<file path="src/rtl/subset_core_pkg.sv">
// Package: shared encodings and types for the instruction-subset core.
// Assumes the fixed 32-bit instruction layout with 5-bit register fields.
package subset_core_pkg;

    localparam int INSTR_W   = 32;
    localparam int REG_IDX_W = 5;
    localparam int IMM_W     = 16;

    localparam logic [5:0] OPC_RTYPE = 6'h00;
    localparam logic [5:0] FN_ADD    = 6'h20;
    localparam logic [5:0] OPC_LOAD  = 6'h23;
    localparam logic [5:0] OPC_STORE = 6'h2b;

    // Control sequence of one instruction.
    typedef enum logic [2:0] {
        ST_FETCH  = 3'd0,
        ST_DECODE = 3'd1,
        ST_EXEC   = 3'd2,
        ST_MEM    = 3'd3,
        ST_WB     = 3'd4
    } core_state_e;

    // Decoded class of an instruction after enable gating.
    typedef enum logic [1:0] {
        K_NOP   = 2'd0,
        K_ADD   = 2'd1,
        K_LOAD  = 2'd2,
        K_STORE = 2'd3
    } op_kind_e;

    // Field view of an instruction word.
    typedef struct packed {
        logic [5:0]           opcode;
        logic [REG_IDX_W-1:0] rs;
        logic [REG_IDX_W-1:0] rt;
        logic [REG_IDX_W-1:0] rd;
        logic [4:0]           shamt;
        logic [5:0]           funct;
    } instr_fields_t;

endpackage

</file>
<file path="src/rtl/sc_decode.sv">
// Module: sc_decode
// Classifies an instruction word into add / load / store / no-op and
// extracts its register indices and immediate. An instruction whose
// enable parameter is 0 is reported as a no-op. Purely combinational.
module sc_decode
    import subset_core_pkg::*;
#(
    parameter bit ENABLE_ADD   = 1'b1,
    parameter bit ENABLE_LOAD  = 1'b1,
    parameter bit ENABLE_STORE = 1'b1
) (
    input  logic [INSTR_W-1:0]   instr,
    output op_kind_e             kind,
    output logic [REG_IDX_W-1:0] rs_idx,
    output logic [REG_IDX_W-1:0] rt_idx,
    output logic [REG_IDX_W-1:0] rd_idx,
    output logic [IMM_W-1:0]     imm
);

    instr_fields_t f;
    logic hit_add;
    logic hit_load;
    logic hit_store;

    assign f      = instr_fields_t'(instr);
    assign rs_idx = f.rs;
    assign rt_idx = f.rt;
    assign rd_idx = f.rd;
    assign imm    = instr[IMM_W-1:0];

    // Per-instruction matchers; a disabled instruction never matches.
    generate
        if (ENABLE_ADD) begin : g_add_on
            assign hit_add = (f.opcode == OPC_RTYPE) && (f.funct == FN_ADD);
        end else begin : g_add_off
            assign hit_add = 1'b0;
        end
        if (ENABLE_LOAD) begin : g_load_on
            assign hit_load = (f.opcode == OPC_LOAD);
        end else begin : g_load_off
            assign hit_load = 1'b0;
        end
        if (ENABLE_STORE) begin : g_store_on
            assign hit_store = (f.opcode == OPC_STORE);
        end else begin : g_store_off
            assign hit_store = 1'b0;
        end
    endgenerate

    // Priority-free selection: the matchers are mutually exclusive by opcode.
    always_comb begin
        kind = K_NOP;
        if (hit_add)   kind = K_ADD;
        if (hit_load)  kind = K_LOAD;
        if (hit_store) kind = K_STORE;
    end

endmodule

</file>
<file path="src/rtl/sc_regfile.sv">
// Module: sc_regfile
// Flop-based register file with two combinational read ports and one
// synchronous write port. Entry 0 is hard-wired to zero and ignores writes.
// Assumes a synchronous active-low reset that clears every entry.
module sc_regfile #(
    parameter int XLEN  = 32,
    parameter int IDX_W = 5
) (
    input  logic             clk,
    input  logic             rst_n,
    input  logic [IDX_W-1:0] ra_idx,
    input  logic [IDX_W-1:0] rb_idx,
    output logic [XLEN-1:0]  ra_data,
    output logic [XLEN-1:0]  rb_data,
    input  logic             wr_en,
    input  logic [IDX_W-1:0] wr_idx,
    input  logic [XLEN-1:0]  wr_data
);

    localparam int NREG = 1 << IDX_W;

    logic [XLEN-1:0] regs [NREG];

    generate
        for (genvar i = 0; i < NREG; i++) begin : g_entry
            if (i == 0) begin : g_zero
                assign regs[i] = '0;
            end else begin : g_flop
                // Holds one architectural register; loads on matching write.
                always_ff @(posedge clk) begin
                    if (!rst_n) begin
                        regs[i] <= '0;
                    end else if (wr_en && (wr_idx == IDX_W'(i))) begin
                        regs[i] <= wr_data;
                    end
                end
            end
        end
    endgenerate

    assign ra_data = regs[ra_idx];
    assign rb_data = regs[rb_idx];

endmodule

</file>
<file path="src/rtl/sc_exec.sv">
// Module: sc_exec
// Execution units: a dedicated operand adder for the register add and a
// separate address adder that applies the sign-extended immediate.
// Both are combinational; the caller registers whichever result it needs.
module sc_exec #(
    parameter int XLEN  = 32,
    parameter int IMM_W = 16
) (
    input  logic [XLEN-1:0]  opnd_a,
    input  logic [XLEN-1:0]  opnd_b,
    input  logic [IMM_W-1:0] imm,
    output logic [XLEN-1:0]  sum,
    output logic [XLEN-1:0]  ea
);

    localparam int EXT_W = XLEN - IMM_W;

    logic [XLEN-1:0] imm_sext;

    assign imm_sext = {{EXT_W{imm[IMM_W-1]}}, imm};
    assign sum      = opnd_a + opnd_b;
    assign ea       = opnd_a + imm_sext;

endmodule

</file>
<file path="src/rtl/subset_core.sv">
// Module: subset_core (top)
// Multi-cycle core executing a parameter-selected subset of add / load /
// store. Sequence: FETCH -> DECODE -> EXEC -> [MEM] -> [WB]. No-ops retire
// in EXEC, stores in MEM, adds and loads in WB. The program counter is a
// word index that steps by one on every retire.
// Assumes both memories return read data one cycle after the address,
// and DADDR_W <= XLEN.
module subset_core
    import subset_core_pkg::*;
#(
    parameter int XLEN         = 32,
    parameter int IADDR_W      = 10,
    parameter int DADDR_W      = 10,
    parameter bit ENABLE_ADD   = 1'b1,
    parameter bit ENABLE_LOAD  = 1'b1,
    parameter bit ENABLE_STORE = 1'b1
) (
    input  logic               clk,
    input  logic               rst_n,
    output logic [IADDR_W-1:0] imem_addr,
    input  logic [INSTR_W-1:0] imem_rdata,
    output logic [DADDR_W-1:0] dmem_addr,
    output logic               dmem_re,
    output logic               dmem_we,
    output logic [XLEN-1:0]    dmem_wdata,
    input  logic [XLEN-1:0]    dmem_rdata,
    output logic [IADDR_W-1:0] pc_dbg,
    output logic               retire
);

    core_state_e          state_q, state_d;
    logic [IADDR_W-1:0]   pc_q;
    op_kind_e             kind_q;
    logic [REG_IDX_W-1:0] rt_q, rd_q;
    logic [IMM_W-1:0]     imm_q;
    logic [XLEN-1:0]      a_q, b_q, res_q;

    op_kind_e             dec_kind;
    logic [REG_IDX_W-1:0] dec_rs, dec_rt, dec_rd;
    logic [IMM_W-1:0]     dec_imm;
    logic [XLEN-1:0]      rf_a, rf_b;
    logic [XLEN-1:0]      ex_sum, ex_ea;
    logic                 rf_we;
    logic [REG_IDX_W-1:0] rf_widx;
    logic [XLEN-1:0]      rf_wdata;

    sc_decode #(
        .ENABLE_ADD   (ENABLE_ADD),
        .ENABLE_LOAD  (ENABLE_LOAD),
        .ENABLE_STORE (ENABLE_STORE)
    ) u_decode (
        .instr  (imem_rdata),
        .kind   (dec_kind),
        .rs_idx (dec_rs),
        .rt_idx (dec_rt),
        .rd_idx (dec_rd),
        .imm    (dec_imm)
    );

    sc_regfile #(
        .XLEN  (XLEN),
        .IDX_W (REG_IDX_W)
    ) u_regfile (
        .clk     (clk),
        .rst_n   (rst_n),
        .ra_idx  (dec_rs),
        .rb_idx  (dec_rt),
        .ra_data (rf_a),
        .rb_data (rf_b),
        .wr_en   (rf_we),
        .wr_idx  (rf_widx),
        .wr_data (rf_wdata)
    );

    sc_exec #(
        .XLEN  (XLEN),
        .IMM_W (IMM_W)
    ) u_exec (
        .opnd_a (a_q),
        .opnd_b (b_q),
        .imm    (imm_q),
        .sum    (ex_sum),
        .ea     (ex_ea)
    );

    // Retire marks the final cycle of the current instruction.
    always_comb begin
        retire = 1'b0;
        unique case (state_q)
            ST_EXEC: retire = (kind_q == K_NOP);
            ST_MEM:  retire = (kind_q == K_STORE);
            ST_WB:   retire = 1'b1;
            default: retire = 1'b0;
        endcase
    end

    // Next-state selection for the instruction sequence.
    always_comb begin
        state_d = state_q;
        unique case (state_q)
            ST_FETCH:  state_d = ST_DECODE;
            ST_DECODE: state_d = ST_EXEC;
            ST_EXEC: begin
                unique case (kind_q)
                    K_NOP:   state_d = ST_FETCH;
                    K_ADD:   state_d = ST_WB;
                    default: state_d = ST_MEM;
                endcase
            end
            ST_MEM:    state_d = (kind_q == K_LOAD) ? ST_WB : ST_FETCH;
            ST_WB:     state_d = ST_FETCH;
            default:   state_d = ST_FETCH;
        endcase
    end

    // State register and program counter update.
    always_ff @(posedge clk) begin
        if (!rst_n) begin
            state_q <= ST_FETCH;
            pc_q    <= '0;
        end else begin
            state_q <= state_d;
            if (retire) begin
                pc_q <= pc_q + 1'b1;
            end
        end
    end

    // Decode-stage capture of instruction fields and register operands.
    always_ff @(posedge clk) begin
        if (!rst_n) begin
            kind_q <= K_NOP;
            rt_q   <= '0;
            rd_q   <= '0;
            imm_q  <= '0;
            a_q    <= '0;
            b_q    <= '0;
        end else if (state_q == ST_DECODE) begin
            kind_q <= dec_kind;
            rt_q   <= dec_rt;
            rd_q   <= dec_rd;
            imm_q  <= dec_imm;
            a_q    <= rf_a;
            b_q    <= rf_b;
        end
    end

    // Execute-stage capture of the sum or the effective address.
    always_ff @(posedge clk) begin
        if (!rst_n) begin
            res_q <= '0;
        end else if (state_q == ST_EXEC) begin
            res_q <= (kind_q == K_ADD) ? ex_sum : ex_ea;
        end
    end

    // Write-back port selection: add writes rd, load writes rt.
    always_comb begin
        rf_we    = (state_q == ST_WB);
        rf_widx  = (kind_q == K_LOAD) ? rt_q : rd_q;
        rf_wdata = (kind_q == K_LOAD) ? dmem_rdata : res_q;
    end

    assign imem_addr  = pc_q;
    assign pc_dbg     = pc_q;
    assign dmem_addr  = res_q[DADDR_W-1:0];
    assign dmem_re    = (state_q == ST_MEM) && (kind_q == K_LOAD);
    assign dmem_we    = (state_q == ST_MEM) && (kind_q == K_STORE);
    assign dmem_wdata = b_q;

endmodule

</file>
<file path="config.mk">
export PLATFORM = sky130hd
export DESIGN_NAME = subset_core
export DESIGN_NICKNAME = d
export VERILOG_FILES = /design/src/rtl/subset_core_pkg.sv /design/src/rtl/sc_decode.sv /design/src/rtl/sc_regfile.sv /design/src/rtl/sc_exec.sv /design/src/rtl/subset_core.sv
export SDC_FILE = /design/constraint.sdc
export NUM_CORES = 2
export LEC_CHECK = 0
export BUFFER_PORTS_ARGS = -buffer_cell sky130_fd_sc_hd__buf_2
export CAP_MARGIN = 15
export CORE_UTILIZATION = 51
export DETAILED_ROUTE_END_ITERATION = 16
export MAX_ROUTING_LAYER = met4
export PLACE_DENSITY = 0.69
export SETUP_SLACK_MARGIN = 0.5
export SLEW_MARGIN = 15
export SYNTH_ARGS = -nofsm -noshare
export SYNTH_HDL_FRONTEND = slang
export SYNTH_SLANG_ARGS = --single-unit
</file>
<file path="constraint.sdc">
create_clock -name clk -period 4.59 [get_ports clk]
set_input_delay 1.377 -clock clk [delete_from_list [all_inputs] [get_ports clk]]
set_output_delay 1.377 -clock clk [all_outputs]
set_load 0.02 [all_outputs]
</file>
# Word level (Yosys, flattened, before mapping)

Index checks and enable logic that the tools add are counted.

$add $sub $neg: 3
Multipliers: 0
Div/mod/pow operators: 0
$lt $le $gt $ge: 2
Equality and inequality tests: 41
Shift operators: 0
Muxes and demuxes: 16
Bitwise logic cells: 2
Reductions and logical operators: 37

Operators with widths:

| kind                                                                  | number |
|---|---|
| 32-bit binary-select mux with 5-bit select                            | 2 |
| 32-bit 2-to-1 mux                                                     | 6 |
| 5-bit equality test, second input constant                            | 16 |
| 32-bit adder                                                          | 2 |
| 5-bit by 4-bit equality test with 1-bit output, second input constant | 8 |
| 1-bit logical AND                                                     | 34 |
| 5-bit by 3-bit equality test with 1-bit output, second input constant | 4 |
| 6-bit equality test, second input constant                            | 3 |
| 6-bit >= comparator, second input constant                            | 2 |
| 5-bit inverter with 6-bit output                                      | 2 |
| 3-bit case mux with 4 select lines                                    | 1 |
| 10-bit by 1-bit adder with 10-bit output, second input constant       | 1 |
| 5-bit by 2-bit equality test with 1-bit output, second input constant | 2 |
| 3-bit by 2-bit equality test with 1-bit output, second input constant | 2 |
| 6-bit zero test                                                       | 1 |
| 3-bit case mux with 2 select lines                                    | 1 |
| 5-bit by 1-bit equality test with 1-bit output, second input constant | 1 |
| 5-bit 2-to-1 mux                                                      | 1 |
| 2-bit equality test, second input constant                            | 2 |
| 2-bit 2-to-1 mux                                                      | 2 |
| 3-bit by 1-bit equality test with 1-bit output, second input constant | 1 |
| 3-bit equality test, second input constant                            | 1 |
| 3-bit zero test                                                       | 1 |
| 3-bit 2-to-1 mux                                                      | 1 |
| other kinds (4)                                                       | 4 |

Register bits: 1129
Bits in latches: 0
RAM bits: 0
Bits in read-only memories: 0
Word-level logic and storage cells: 141
Memories kept: 0

# Longest topological paths before layout

Depth in word-level cells: 5
Depth in mapped cells: 16

# Modules after synthesis

From an unflattened synthesis, not the netlist that was laid out.

Cells, all modules: 7776
Area total of the unflattened synthesis: 63704.8 um^2

Modules (own cells, without submodules):

| module      | instances | cells an instance | area an instance (um^2) |
|---|---|---|---|
| sc_regfile  | 1         | 6580              | 53849.1 |
| subset_core | 1         | 676               | 6089.6 |
| sc_exec     | 1         | 483               | 3488.3 |
| sc_decode   | 1         | 37                | 277.8 |

# Worst setup path before layout

OpenSTA, ideal clock, no wires.

Path type: flip-flop to flip-flop
From: register kind_q[0]
To: register res_q[28]
Arrival time: 3.372 ns
Required time: 4.463 ns
Path slack: 1.091 ns
Cell stages (with the launch flop): 13
Period minus slack after synthesis: 3.499 ns
Cell sequence: dfxtp_1 -> nor2b_1 -> clkbuf_1 -> clkbuf_1 -> mux2_2 -> ha_1 -> a21o_1 -> a21o_1 -> a21o_1 -> a2111o_1 -> a221oi_1 -> nor3_1 -> or3b_1

Longest elaborated chain between the ends: 2

RTL lines:

| item                                           | line               | text |
|---|---|---|
| start: declaration                             | subset_core.sv:33  | `op_kind_e kind_q;` |
| start signal: assignment                       | subset_core.sv:139 | `kind_q <= dec_kind;` |
| 2-bit by 1-bit equality test with 1-bit output | subset_core.sv:153 | `res_q <= (kind_q == K_ADD) ? ex_sum : ex_ea;` |
| 32-bit 2-to-1 mux                              | subset_core.sv:153 |  |
| end signal: assignment                         | subset_core.sv:153 |  |
| end: declaration                               | subset_core.sv:36  | `logic [XLEN-1:0] a_q, b_q, res_q;` |

No other way between the ends.
A chain may end at the register's enable or synchronous reset.

# Worst setup path in the final report

From: register kind_q[1]
To: output port dmem_re

Longest elaborated chain between the ends: 2

RTL lines:

| item                | line               | text |
|---|---|---|
| 2-bit equality test | subset_core.sv:167 | `assign dmem_re = (state_q == ST_MEM) && (kind_q == K_LOAD);` |
| 1-bit logical AND   | subset_core.sv:167 |  |
| end: declaration    | subset_core.sv:23  | `output logic dmem_re,` |

No other way between the ends.

==> results.py <==
metrics = {
    "critical_path": {
        "path_delay_family": "simple AND/OR/NAND/NOR gates",
        "reg2reg_depth": 11,
        "cp_cell_sequence": "nor2b_4, and4b_1, buf_2",
        "r2r_slack_ns": 0.82,
        "path_max_fanout": 19,
        "r2r-end": "res_q[29]$_SDFFE_PN0N_",
        "cp.required_ns": 3.21,
        "slowest_stage": "nor2b_4",
        "endpoint_kind": "output pin",
        "cp.arrival_ns": 2.44,
        "start_kind": "flop",
        "crit_type": "flop to output pin",
        "r2r_start": "kind_q[0]$_SDFFE_PN0P_",
        "slowest_delay_ns": 0.71,
        "worst-path-buf-inv": 1,
    },
    "synth": {
        "synth_common_cells": "dfxtp_1, nor2_1, a211oi_1, mux4_2, clkbuf_1",
        "async_flop_share": 0,
        "yosysWarnings": 0,
        "synth_ff_type": "dfxtp_1",
        "avgSynthCellArea_um2": 10.3,
        "syn-instance-count": 5438,
        "ys_seq_elements": 1124,
        "yosysMostFrequentCell": "dfxtp_1",
        "synthDistinctLibCells": 63,
        "synth_area_um2": 56100,
        "synthTopCellsByArea": "dfxtp_1, mux4_2, a211oi_1",
        "synth_fp_nets": 5540,
        "synth_top_area_share": 0.401,
        "synth_top_area_cell": "dfxtp_1",
        "ys_seq_area_frac": 0.401,
        "synth_edf_count": 0,
    },
    "hold_path": {
        "worstHoldPathCells": 2,
        "whs_endpoint": "rt_q[4]$_SDFFE_PN0P_",
        "hold_start": "rt_q[4]$_SDFFE_PN0P_",
        "hold_class": "flop to flop",
    },
    "floorplan": {
        "dieArea_um2": 111000,
        "pin_count": 131,
        "die_w_um": 334,
        "start_util": 0.515,
        "core.rowCount": 121,
        "core_um2": 109000,
        "dieHeight_um": 334,
    },
    "clock_tree": {
        "cts_num_sinks": 1124,
        "cts_tree": "yes",
        "cts-root-buf": "clkbuf_16",
        "htreeDepth": 3,
        "worstSkewPairLatency_ns": 0.70,
        "hold_buffers": 0,
        "cts_max_path_buffers": 3,
        "clk_pin_slew_worst_paths_ns": 0.06,
        "cts_buffers": 112,
    },
    "route": {
        "ant_nets": 0,
        "drc": 0,
        "dr.pass1.iters": 5,
        "wirelength_um": 182000,
        "post_drt_wl_per_cell_um": 27.0,
        "drt_iter0_drc": 5399,
        "viasPerCell": 6.75,
        "num_vias": 45437,
    },
    "timing": {
        "relSlewSlack": 0.178,
        "finalSetupTns_ns": 0,
        "finalHoldViolCount": 0,
        "final.period_utilization": 0.831,
        "setup_violations": 0,
        "slew_violations": 0,
        "finClkSkew_ns": 0.0258,
        "period_minus_slack_ns": 3.82,
        "worst_pin_slew_ns": 1.21,
        "fmax_mhz": 262,
        "rsz0062_at_grt": "false",
        "finalWorstSetupSlack_ns": 0.774,
    },
    "pwr": {
        "powerDensity_nw_per_um2": 342,
        "power_mw": 21.4,
        "power_leakage_nw": 20.2,
        "p_sw_frac": 0.241,
        "power_frac_seq": 0.463,
        "p_sw_mw": 5.16,
        "clkPwrFrac": 0.467,
        "irDropWorstVdd_mv": 0.298,
        "intPower_mw": 16.3,
        "combPwrFrac": 0.070,
    },
    "global_route": {
        "grt_pass1_wl_um": 274000,
        "grt_pass1_vias": 43030,
        "antenna_found_initial": 3,
        "grt_max_degree": 142,
        "grtUsageTotal": 0.330,
        "globalRouteOverflowTotal": 0,
    },
    "run_status": {
        "status": "complete, no violations",
    },
    "place": {
        "gp_congestion": 0.905,
        "dp_cells": 6514,
        "dp_hpwl_um": 108000,
        "io_buffer_count": 130,
        "post-place-ws_ns": 0.652,
    },
    "final_layout": {
        "nNetsFinal": 5326,
        "fin_util": 0.575,
        "drive_gt1_frac": 0.231,
        "instances_no_fill": 6734,
        "syn_to_final_growth_pct": 11.6,
    },
    "job": {
        "cap_violations": 0,
    },
}
[cells by family after synthesis]
kind of cell	share of synthesized area
buffers and inverters	0.0504
AOI/OAI and AO/OA	0.187
and+or+nand+nor	0.100
DFF	0.401
xor gates and xnor gates	0.00484
muxes	0.249
adders and majority gates	0.00816
[power groups by stage]
stage               logic (mW)  registers, mW  clock network [mW]
detailed placement        1.48           10.1                   0
finish                    1.51           9.91                10.0
CTS                       1.48           9.90                10.1
floorplan                0.952           10.1                   0
global route              1.57           9.91                10.5
global placement          1.46           10.1                   0
[cells in the final DEF, fill, tap and decap left out, drive strengths merged, types with 7 or more instances in the layout]
| cell type | netlist | routed |
|---|---|---|
| inv | 11 | 11 |
| a21oi | 134 | 134 |
| mux4 | 520 | 520 |
| xnor2 | 10 | 10 |
| a21o | 35 | 35 |
| clkinv | 0 | 28 |
| nor2 | 1141 | 1141 |
| mux2 | 111 | 111 |
| clkbuf | 433 | 156 |
| xor2 | 21 | 21 |
| buf | 222 | 326 |
| a22o | 42 | 42 |
| a31oi | 11 | 11 |
| nand3 | 12 | 12 |
| a211oi | 1074 | 1074 |
| dfxtp | 1124 | 1124 |
| a22oi | 26 | 26 |
| nor3 | 14 | 14 |
| nand2 | 178 | 178 |
| bufinv | 0 | 18 |
| clkinvlp | 0 | 7 |
| mux2i | 101 | 101 |
| o21ai | 38 | 38 |
| nor2b | 10 | 10 |
| ha | 35 | 35 |
| nand4 | 17 | 17 |
| o211ai | 55 | 55 |
[worst min-delay path, cell delays in order (launching register included)]
cell     delay, ns
dfxtp_1       0.31
nand2_1       0.05
a21oi_1       0.05
[what timing repair did]
item,in CTS,in global routing
setup endpoints to repair,0,5
setup buffers,0,7
resized for setup,0,1
[sequential cells by signal, indices dropped and copies added (netlist names), 5 cells and up]
| signal | count |
|---|---|
| imm_q | 11 |
| res_q | 32 |
| u_regfile.regs | 992 |
| imem_addr | 10 |
| rd_q | 5 |
| rt_q | 5 |
| a_q | 32 |
| dmem_wdata | 32 |
[how the worst max path moves through the flow]
stage | from | endpoint | slack [ns] | cells past startpoint
after floorplan | kind_q[0]$_SDFFE_PN0P_ | res_q[28]$_SDFFE_PN0N_ | 1.09 | 12
after global placement | imem_rdata[16] | dmem_wdata[17]$_SDFFE_PN0P_ | 0.72 | 7
after detailed placement | kind_q[0]$_SDFFE_PN0P_ | res_q[29]$_SDFFE_PN0N_ | 0.65 | 10
after CTS | kind_q[0]$_SDFFE_PN0P_ | res_q[29]$_SDFFE_PN0N_ | 0.61 | 10
after global routing | kind_q[0]$_SDFFE_PN0P_ | res_q[29]$_SDFFE_PN0N_ | 0.55 | 11
final | kind_q[1]$_SDFFE_PN0P_ | dmem_re | 0.77 | 3
[stage by stage]
stage	hold WS, ns	cell area (um2)
2_1_floorplan	0.424	56100
3_3_place_gp	0.445	58500
3_5_place_dp	0.451	58500
4_1_cts	0.459	62500
5_1_grt	0.480	62700
6_report	0.461	62700
[routing by layer]
layer / vias up / wire [um] / global-route usage
met4: 0 / 6740 / 0.126
met5: - / 0 / -
met1: 22365 / 72800 / 0.444
met3: 422 / 19800 / 0.0586
li1: 20114 / - / -
met2: 2536 / 82200 / 0.499
[layout make-up]
cell class | instances | area [um2]
inverter | 11 | 48.8
clock inverter | 53 | 763
tap | 1414 | 1770
multi-input combinational | 3648 | 31200
antenna | 2 | 5.00
sequential | 1124 | 22500
timing repair buffer | 327 | 3160
fill | 9060 | 46300
clock buffer | 155 | 3260
(Power assumes the default switching activity.)
